--- config.mk ---
export PLATFORM = sky130hd
export DESIGN_NAME = cc_gpio_regs
export DESIGN_NICKNAME = d
export VERILOG_FILES = /design/src/rtl/cc_regs_pkg.sv /design/src/rtl/cc_addr_dec.sv /design/src/rtl/cc_ctrl_regs.sv /design/src/rtl/cc_gpio_core.sv /design/src/rtl/cc_gpio_regs.sv
export SDC_FILE = /design/constraint.sdc
export NUM_CORES = 1
export LEC_CHECK = 0
export BUFFER_PORTS_ARGS = -buffer_cell sky130_fd_sc_hd__buf_2
export CORE_AREA = 2 2 143 145
export DETAILED_ROUTE_END_ITERATION = 6
export DIE_AREA = 0 0 145 147
export PLACE_DENSITY = 0.75
export SYNTH_ARGS = -nofsm -noshare
export SYNTH_HDL_FRONTEND = slang
export SYNTH_SLANG_ARGS = --single-unit
--- constraint.sdc ---
create_clock -name clk_i -period 1.2 [get_ports clk_i]
set_input_delay 0.18 -clock clk_i [delete_from_list [all_inputs] [get_ports clk_i]]
set_output_delay 0.18 -clock clk_i [all_outputs]
set_load 0.02 [all_outputs]
--- src/rtl/cc_regs_pkg.sv ---
package cc_regs_pkg;
  localparam int unsigned WIN_AW = 12;
  localparam int unsigned REG_W  = 16;

  localparam logic [WIN_AW-1:0] OFS_MODE = 12'h000;
  localparam logic [WIN_AW-1:0] OFS_CDET = 12'h004;
  localparam logic [WIN_AW-1:0] OFS_STAT = 12'h008;
  localparam logic [WIN_AW-1:0] OFS_PWR  = 12'h00C;
  localparam logic [WIN_AW-1:0] OFS_CCTL = 12'h010;
  localparam logic [WIN_AW-1:0] OFS_IREQ = 12'h014;
  localparam logic [WIN_AW-1:0] OFS_IMSK = 12'h018;
  localparam logic [WIN_AW-1:0] OFS_ISTA = 12'h01C;
  localparam logic [WIN_AW-1:0] OFS_GDIR = 12'h020;
  localparam logic [WIN_AW-1:0] OFS_GLVL = 12'h024;
  localparam logic [WIN_AW-1:0] OFS_GRBK = 12'h028;

  localparam logic [REG_W-1:0] STAT_RST    = 16'h0002;
  localparam int unsigned      PWR_TRIG    = 7;
  localparam logic [REG_W-1:0] PWR_FORCE   = 16'h8040;

  typedef enum logic [3:0] {
    SEL_MODE, SEL_CDET, SEL_STAT, SEL_PWR, SEL_CCTL, SEL_IREQ,
    SEL_IMSK, SEL_ISTA, SEL_GDIR, SEL_GLVL, SEL_GRBK, SEL_NONE
  } reg_sel_e;

  localparam int unsigned N_PLAIN = 7;
  localparam reg_sel_e PLAIN_SEL [N_PLAIN] = '{
    SEL_MODE, SEL_CDET, SEL_CCTL, SEL_IREQ, SEL_IMSK, SEL_ISTA, SEL_GRBK
  };
endpackage

--- src/rtl/cc_addr_dec.sv ---
module cc_addr_dec
  import cc_regs_pkg::*;
(
  input  logic [WIN_AW-1:0] addr_i,
  output reg_sel_e          sel_o
);
  always_comb begin
    unique case (addr_i)
      OFS_MODE: sel_o = SEL_MODE;
      OFS_CDET: sel_o = SEL_CDET;
      OFS_STAT: sel_o = SEL_STAT;
      OFS_PWR:  sel_o = SEL_PWR;
      OFS_CCTL: sel_o = SEL_CCTL;
      OFS_IREQ: sel_o = SEL_IREQ;
      OFS_IMSK: sel_o = SEL_IMSK;
      OFS_ISTA: sel_o = SEL_ISTA;
      OFS_GDIR: sel_o = SEL_GDIR;
      OFS_GLVL: sel_o = SEL_GLVL;
      OFS_GRBK: sel_o = SEL_GRBK;
      default:  sel_o = SEL_NONE;
    endcase
  end
endmodule

--- src/rtl/cc_ctrl_regs.sv ---
module cc_ctrl_regs
  import cc_regs_pkg::*;
(
  input  logic             clk_i,
  input  logic             rst_ni,
  input  logic             we_i,
  input  reg_sel_e         sel_i,
  input  logic [REG_W-1:0] wdata_i,
  output logic [REG_W-1:0] plain_o [N_PLAIN],
  output logic [REG_W-1:0] pwr_o,
  output logic [REG_W-1:0] stat_o
);
  logic [REG_W-1:0] pwr_q;

  for (genvar i = 0; i < N_PLAIN; i++) begin : g_plain
    logic [REG_W-1:0] r_q;
    always_ff @(posedge clk_i or negedge rst_ni) begin
      if (!rst_ni)                          r_q <= '0;
      else if (we_i && sel_i == PLAIN_SEL[i]) r_q <= wdata_i;
    end
    assign plain_o[i] = r_q;
  end

  always_ff @(posedge clk_i or negedge rst_ni) begin
    if (!rst_ni) pwr_q <= '0;
    else if (we_i && sel_i == SEL_PWR)
      pwr_q <= wdata_i | (wdata_i[PWR_TRIG] ? PWR_FORCE : '0);
  end

  assign pwr_o  = pwr_q;
  assign stat_o = STAT_RST;


  pwr_force_chk: assert property (@(posedge clk_i) disable iff (!rst_ni)
    $past(we_i && sel_i == SEL_PWR && wdata_i[PWR_TRIG])
      |-> ((pwr_q & PWR_FORCE) == PWR_FORCE));
endmodule

--- src/rtl/cc_gpio_core.sv ---
module cc_gpio_core
  import cc_regs_pkg::*;
#(
  parameter int unsigned N_LINES = REG_W
) (
  input  logic               clk_i,
  input  logic               rst_ni,
  input  logic               wr_dir_i,
  input  logic               wr_lvl_i,
  input  logic [N_LINES-1:0] wdata_i,
  input  logic [N_LINES-1:0] ext_upd_i,
  input  logic [N_LINES-1:0] ext_val_i,
  output logic [N_LINES-1:0] dir_o,
  output logic [N_LINES-1:0] lvl_o,
  output logic [N_LINES-1:0] gpio_o,
  output logic [N_LINES-1:0] chg_o
);
  logic [N_LINES-1:0] dir_q, lvl_q, dir_nxt, lvl_nxt, eff_nxt;
  logic [N_LINES-1:0] prev_q, chg_q;
  logic               touch;

  always_comb begin
    dir_nxt = wr_dir_i ? wdata_i : dir_q;
    // bus write to level overrides external updates
    lvl_nxt = wr_lvl_i ? (wdata_i & dir_q)
                       : ((lvl_q & ~ext_upd_i) | (ext_val_i & ext_upd_i));
    eff_nxt = lvl_nxt & dir_nxt;
  end

  assign touch = wr_dir_i | wr_lvl_i;

  always_ff @(posedge clk_i or negedge rst_ni) begin
    if (!rst_ni) begin
      dir_q <= '0;
      lvl_q <= '0;
    end else begin
      dir_q <= dir_nxt;
      lvl_q <= lvl_nxt;
    end
  end

  for (genvar n = 0; n < N_LINES; n++) begin : g_line
    always_ff @(posedge clk_i or negedge rst_ni) begin
      if (!rst_ni) begin
        prev_q[n] <= 1'b0;
        chg_q[n]  <= 1'b0;
      end else begin
        chg_q[n] <= touch && (prev_q[n] != eff_nxt[n]);
        if (touch) prev_q[n] <= eff_nxt[n];
      end
    end
  end

  assign dir_o  = dir_q;
  assign lvl_o  = lvl_q;
  assign gpio_o = prev_q;
  assign chg_o  = chg_q;


  chg_after_write_chk: assert property (@(posedge clk_i) disable iff (!rst_ni)
    (|chg_q) |-> $past(touch));

  chg_marks_toggle_chk: assert property (@(posedge clk_i) disable iff (!rst_ni)
    (prev_q ^ $past(prev_q)) == chg_q);

  lvl_masked_chk: assert property (@(posedge clk_i) disable iff (!rst_ni)
    $past(wr_lvl_i) |-> ((lvl_q & ~$past(dir_q)) == '0));
endmodule

--- src/rtl/cc_gpio_regs.sv ---
module cc_gpio_regs
  import cc_regs_pkg::*;
#(
  parameter int unsigned DATA_W = 32
) (
  input  logic              clk_i,
  input  logic              rst_ni,
  input  logic [WIN_AW-1:0] addr_i,
  input  logic              we_i,
  input  logic [DATA_W-1:0] wdata_i,
  input  logic              re_i,
  output logic [DATA_W-1:0] rdata_o,
  input  logic [REG_W-1:0]  ext_upd_i,
  input  logic [REG_W-1:0]  ext_val_i,
  output logic [REG_W-1:0]  gpio_o,
  output logic [REG_W-1:0]  gpio_chg_o
);
  localparam int unsigned PAD_W = DATA_W - REG_W;

  reg_sel_e         sel;
  logic [REG_W-1:0] wd16;
  logic [REG_W-1:0] plain [N_PLAIN];
  logic [REG_W-1:0] pwr, stat, dir, lvl, rd_val;
  logic [DATA_W-1:0] rdata_q;

  assign wd16 = wdata_i[REG_W-1:0];

  cc_addr_dec u_dec (.addr_i(addr_i), .sel_o(sel));

  cc_ctrl_regs u_ctrl (
    .clk_i(clk_i), .rst_ni(rst_ni), .we_i(we_i), .sel_i(sel),
    .wdata_i(wd16), .plain_o(plain), .pwr_o(pwr), .stat_o(stat)
  );

  cc_gpio_core #(.N_LINES(REG_W)) u_gpio (
    .clk_i(clk_i), .rst_ni(rst_ni),
    .wr_dir_i(we_i && sel == SEL_GDIR),
    .wr_lvl_i(we_i && sel == SEL_GLVL),
    .wdata_i(wd16), .ext_upd_i(ext_upd_i), .ext_val_i(ext_val_i),
    .dir_o(dir), .lvl_o(lvl), .gpio_o(gpio_o), .chg_o(gpio_chg_o)
  );

  always_comb begin
    rd_val = '0;
    for (int i = 0; i < N_PLAIN; i++)
      if (sel == PLAIN_SEL[i]) rd_val = plain[i];
    case (sel)
      SEL_STAT: rd_val = stat;
      SEL_PWR:  rd_val = pwr;
      SEL_GDIR: rd_val = dir;
      SEL_GLVL: rd_val = lvl;
      default:  ;
    endcase
  end

  always_ff @(posedge clk_i or negedge rst_ni) begin
    if (!rst_ni)   rdata_q <= '0;
    else if (re_i) rdata_q <= {{PAD_W{1'b0}}, rd_val};
  end

  assign rdata_o = rdata_q;


  unmapped_zero_chk: assert property (@(posedge clk_i) disable iff (!rst_ni)
    $past(re_i && sel == SEL_NONE) |-> (rdata_o == '0));

  rdata_pad_chk: assert property (@(posedge clk_i) disable iff (!rst_ni)
    $past(re_i) |-> (rdata_o[DATA_W-1:REG_W] == '0));
endmodule

Word level (Yosys, flattened, before mapping). Index checks and enable logic that the tools add are counted.

Shift-type cells: 0. Div/mod/pow operators: 0. Reduce and logical (&&, ||, !) cells: 28. $add $sub $neg: 0. Equal/unequal tests: 36. Order comparisons: 0. Multiply operators: 0. Bitwise gates (word level): 8. Muxes and demuxes: 12.

Operators by type and width (count): $mux 16 (10); $and 16x16->16 (4); $pmux 16 s4 (1); $eq 12x5->1 const B (4); $pmux 4 s11 (1); $eq 12x6->1 const B (3); $or 16x16->16 (2); $logic_and 1x1->1 (26); $eq 12x4->1 const B (2); $eq 4x3->1 const B (4); $ne 1x1->1 (16); $not 16->16 (1); $eq 12x3->1 const B (1); $eq 4x4->1 const B (3); $logic_not 12->1 (1); $eq 4x2->1 const B (2); $eq 4x1->1 const B (1); $logic_not 4->1 (1); $or 1x1->1 (1).

Latch bits: 0. Memories kept: 0. Register bits after elaboration: 208. Output and inout port bits: 64. Bits in writable memories: 0. Memory bits (read-only): 0. Logic and storage cells: 127. Input port bits: 80.

Logic depth before layout (Yosys ltp).
Depth after elaboration: 11. Mapped depth: 9. Gate-level depth less buffers: 5.

Hierarchy. From an unflattened synthesis, not the netlist that was laid out.

Cells, all modules: 927. Area, all modules: 10754.1 µm².

Modules (own cells, without submodules): cc_ctrl_regs (cells an instance 303, instances 1, area an instance 4976.0 µm², seq. area each 3203.1 µm²); cc_gpio_core (cells an instance 237, instances 1, area an instance 3218.1 µm², seq. area each 1601.5 µm²); cc_gpio_regs (cells an instance 379, instances 1, area an instance 2497.4 µm², seq. area each 400.4 µm²); cc_addr_dec (cells an instance 8, instances 1, area an instance 62.6 µm², seq. area each 0.0 µm²).

Worst setup path before layout. Ideal clock, no wire load.

Path type: input-to-reg. Start point: input port addr_i[7]. End point: register u_ctrl.pwr_q[10], in the netlist u_ctrl.pwr_o[10]. Data required time: 1.075 ns. Cell stages on the path: 7. Setup slack: -0.669 ns. Buffers on the path: 3. Arrival time: 1.744 ns. Setup time: 0.125 ns. Cells stage by stage: nor4_4 and4_1 buf_2 and2_1 buf_4 buf_4 mux2_2.

Longest elaborated chain between the ends: 4. Elaborated cells on any way between the ends: 14. Classes of those cells: eq/ne (11); mux (1); reduce/logical (2).

Ends and longest elaborated chain: start, declared (line cc_gpio_regs.sv:8) `input logic [WIN_AW-1:0] addr_i,`; $eq 12x6->1, or another cell as far along (line cc_addr_dec.sv:8) `unique case (addr_i)`; $pmux 4 s11 (*) (line cc_addr_dec.sv:8); $eq 4x2->1 (*) (line cc_ctrl_regs.sv:26) `else if (we_i && sel_i == SEL_PWR)`; $logic_and 1x1->1 (*) (line cc_ctrl_regs.sv:26); end signal, assigned (line cc_ctrl_regs.sv:27) `pwr_q <= wdata_i | (wdata_i[PWR_TRIG] ? PWR_FORCE : '0);`; end, declared (line cc_ctrl_regs.sv:13) `logic [REG_W-1:0] pwr_q;`.

Mark *: on every way between the ends. The rest lies on a longest branch, timed or not. A chain may end at the register's enable or synchronous reset.

Final worst setup path.
Start point: register u_gpio.lvl_q[8], in the netlist u_gpio.lvl_o[8]. End point: register u_gpio.prev_q[8], in the netlist u_gpio.gpio_o[8].

Longest elaborated chain between the ends: 4.

Ends and longest elaborated chain: start, declared (line cc_gpio_core.sv:18) `logic [N_LINES-1:0] dir_q, lvl_q, dir_nxt, lvl_nxt, eff_nxt;`; start signal, assigned (line cc_gpio_core.sv:38) `lvl_q <= lvl_nxt;`; $and 16x16->16 (line cc_gpio_core.sv:26) `: ((lvl_q & ~ext_upd_i) | (ext_val_i & ext_upd_i));`; $or 16x16->16 (line cc_gpio_core.sv:26); $mux 16 (line cc_gpio_core.sv:25) `lvl_nxt = wr_lvl_i ? (wdata_i & dir_q)`; $and 16x16->16 (line cc_gpio_core.sv:27) `eff_nxt = lvl_nxt & dir_nxt;`; end signal, assigned by index (line cc_gpio_core.sv:49) `if (touch) prev_q[n] <= eff_nxt[n];`; end, declared (line cc_gpio_core.sv:19) `logic [N_LINES-1:0] prev_q, chg_q;`.

No other way between the ends.

==> flow_summary_export.csv <==
group,metric,value,unit
outcome,run_status,"complete, but fails checks",
outcome,violations,"setup timing",
die,dieWidth,145,um
yosys,synth-compound-area-share,13.6,%
die,core_area,0.0198,mm2
route,num_vias,9592,
route,ant_nets,0,
route,routed_wl,39400,um
timing,clock_skew,15.5,ps
flow_run,maxCapViolCount,0,
yosys,synth_edf_count,0,
timing,max_slew.worst_pin.slew,589,ps
hold_path,hp-class,"primary input to register",
grt,grt_max_degree,45,
critical_path,setup.worst_path.end_class,"register",
layout,fin_cells,1444,
yosys,yosysMostFrequentCell,"dfrtp_1",
grt,grt_usage,28.9,%
clock_network,cts_inserted_buffers,22,
yosys,synth_area,0.0101,mm2
grt,grt_pass1_vias,8901,
clock_network,cts_max_level,1,
timing,relSlewSlack,60.7,%
clock_network,tritoncts,"built",
die,fp.dieH,147,um
timing,period_share,126,%
critical_path,worstSetupPathType,"register to register",
route,drc,0,
critical_path,arrival,1930,ps
yosys,synth_common_cells,"dfrtp_1 (208), mux2_2 (101), nand2_1 (84)",
timing,fin_crit,1520,ps
placed_design,port_buffers,111,
layout,final_core_util,73.8,%
yosys,synth_ff_type,"dfrtp_1",
placed_design,place_inst,1323,
die,core.rowCount,52,
power_and_ir_drop,power.density,1110,mW/mm2
grt,grt_overflow_total,0,
route,drt-initial-drc-count,1042,
timing,fin_ws,-317,ps
power_and_ir_drop,vdd_drop_max,1.18,mV
grt,grt_pass1_wl,49100,um
critical_path,worst_setup_path_start_kind,"register",
yosys,netlist.area_leader.share,51.8,%
power_and_ir_drop,power,16.2,mW
yosys,synth_simple_gate_area_share,9.77,%
grt,antenna_found_initial,0,
timing,max_freq,659,MHz
clock_network,clock_latency,530,ps
timing,rsz0062_at_grt,"yes",
yosys,avgSynthCellArea,11.2,um2
yosys,synthAdderAreaFrac,0,%
critical_path,crit_fanout,2,
route,avgViaCountPerCell,6.64,
timing,hold_viol,0,
yosys,postSynthCellCount,896,
layout,syn_to_final_growth,45.6,%
critical_path,required,1610,ps
placed_design,dpl_cell_area,0.0120,mm2
yosys,async_flop_share,100,%
yosys,post_synth_xor_area_fraction,1.39,%
timing,drv_slew,0,
yosys,synth_top_family_by_area,"multiplexers",
yosys,synthMuxAreaShare,18.4,%
placed_design,dp_hpwl,18000,um
layout,fin_area,0.0146,mm2
timing,hold_ws,24.2,ps
clock_network,clk_path_buf_depth,3,
die,initial_core_util,50.7,%
die,ioPinCount,144,
clock_network,clk_pin_slew,70,ps
timing,tns,-28090,ps
route,first_pass_iters,6,
route,wl_per_cell,27.3,um
placed_design,gp_congestion,0.799,
yosys,synth_top_area_cell,"dfrtp_1",
power_and_ir_drop,leakage,6.96,nW
yosys,ys_top_cells_by_area,"dfrtp_1 (52%), mux2_2 (11%), mux2i_1 (6.0%)",
yosys,ys_seq_area_share,51.8,%
layout,antenna_cells,0,
die,die_area,0.0213,mm2
yosys,ys_types,47,
timing,setup_violations,243,
layout,layout.nets,1239,
layout,drive_above_1_share,50.1,%
yosys,yosysWarnings,0,
placed_design,place_ws,-753,ps
yosys,synth.ff_latch_count,208,
clock_network,cts_num_sinks,208,
clock_network,cts-root-buf,"clkbuf_16",
layout make-up:
cell class,count,area (um2)
Tap cell,270,338
Fill cell,1018,5200
Clock inverter,9,108
Sequential cell,208,5200
Clock buffer,30,612
Timing Repair Buffer,309,3020
Multi-Input combinational cell,607,5320
Inverter,11,41.3
routing by layer:
| metal | vias up | global-route usage, % | share of wire [%] |
|---|---|---|---|
| li1 | 3735 | - | - |
| met1 | 4694 | 38.1 | 35 |
| met2 | 866 | 46.5 | 47 |
| met3 | 297 | 4.88 | 9.9 |
| met4 | 0 | 14.9 | 8.8 |
| met5 | - | 0 | 0 |
final timing paths:
path / from / to / slack [ps] / depth (start not counted)
worst max-delay path: u_gpio.lvl_o[8]$_DFF_PN0_ / u_gpio.gpio_o[8]$_DFFE_PN0P_ / -320 / 4
worst min-delay path: ext_val_i[9] / u_gpio.lvl_o[9]$_DFF_PN0_ / 20 / 3
worst max register to register: u_gpio.lvl_o[8]$_DFF_PN0_ / u_gpio.gpio_o[8]$_DFFE_PN0P_ / -320 / 4
worst min register to register: u_ctrl.g_plain[2].r_q[15]$_DFFE_PN0P_ / u_ctrl.g_plain[2].r_q[15]$_DFFE_PN0P_ / 500 / 2
max in group asynchronous: rst_ni / u_gpio.chg_o[11]$_DFF_PN0_ / 480 / 3
min in group asynchronous: rst_ni / u_gpio.gpio_o[1]$_DFFE_PN0P_ / 130 / 2
flip-flops by register name, indices dropped and copies added (netlist names):
register and count:
u_gpio.gpio_o 16, u_ctrl.g_plain.r_q 112, u_ctrl.pwr_o 16, u_gpio.dir_o 16, u_gpio.lvl_o 16, u_gpio.chg_o 16, rdata_o 16
timing repair:
action	4_1_cts	5_1_grt
pin swaps	34	28
endpoints found under the hold margin	218	0
gates cloned	6	7
hold buffers	7	0
setup endpoints to repair	218	242
buffers inserted	44	19
gates resized for setup	189	99
worst max-delay path, stage by stage (launching register included):
cell and delay (ps):
dfrtp_1 410, mux2i_1 370, o41ai_2 180, o211a_4 180, mux2_2 250
power breakdown:
group	internal [mW]	switching (mW)
logic	0.804	1.07
registers	7.13	0.108
clock network	4.03	3.08
total	12.0	4.26
logic make-up (layout without fill, tap and decap cells):
kind of cell	Yosys count	in the layout
multiplexers	171	171
other	1	16
XOR/XNOR	16	16
AND/OR/NAND/NOR	209	215
flip-flops	208	208
AO/OA/AOI/OAI	189	189
buffers and inverters	102	359
cell usage in the layout (no fill, tap or decap), types with 5 or more instances in the layout:
| cell type | synthesis | routed |
|---|---|---|
| nand3_4 | 0 | 5 |
| clkbuf_16 | 0 | 28 |
| o21ai_1 | 0 | 42 |
| nand2b_1 | 13 | 13 |
| o41ai_2 | 7 | 12 |
| clkbuf_1 | 45 | 6 |
| nor2_1 | 51 | 46 |
| nand3_1 | 34 | 15 |
| nand3_2 | 1 | 15 |
| o21ai_2 | 0 | 22 |
| o2bb2ai_1 | 13 | 9 |
| nand2_2 | 0 | 12 |
| buf_6 | 4 | 86 |
| o211a_4 | 0 | 5 |
| mux2i_2 | 0 | 9 |
| nand2_8 | 0 | 6 |
| xnor2_1 | 16 | 14 |
| o211a_1 | 15 | 10 |
| mux2_2 | 101 | 84 |
| a221oi_2 | 0 | 13 |
| mux2i_1 | 60 | 51 |
| nand2_1 | 84 | 65 |
| inv_1 | 10 | 10 |
| a21oi_1 | 18 | 17 |
| dlygate4sd3_1 | 0 | 7 |
| a31oi_1 | 5 | 5 |
| o22a_1 | 13 | 13 |
| buf_4 | 18 | 121 |
| a22oi_1 | 15 | 13 |
| mux2_4 | 0 | 27 |
| conb_1 | 1 | 16 |
| dfrtp_1 | 208 | 208 |
| o21ai_0 | 69 | 5 |
| buf_2 | 21 | 56 |
| buf_12 | 0 | 29 |
Power figures use the tool's default switching activity.
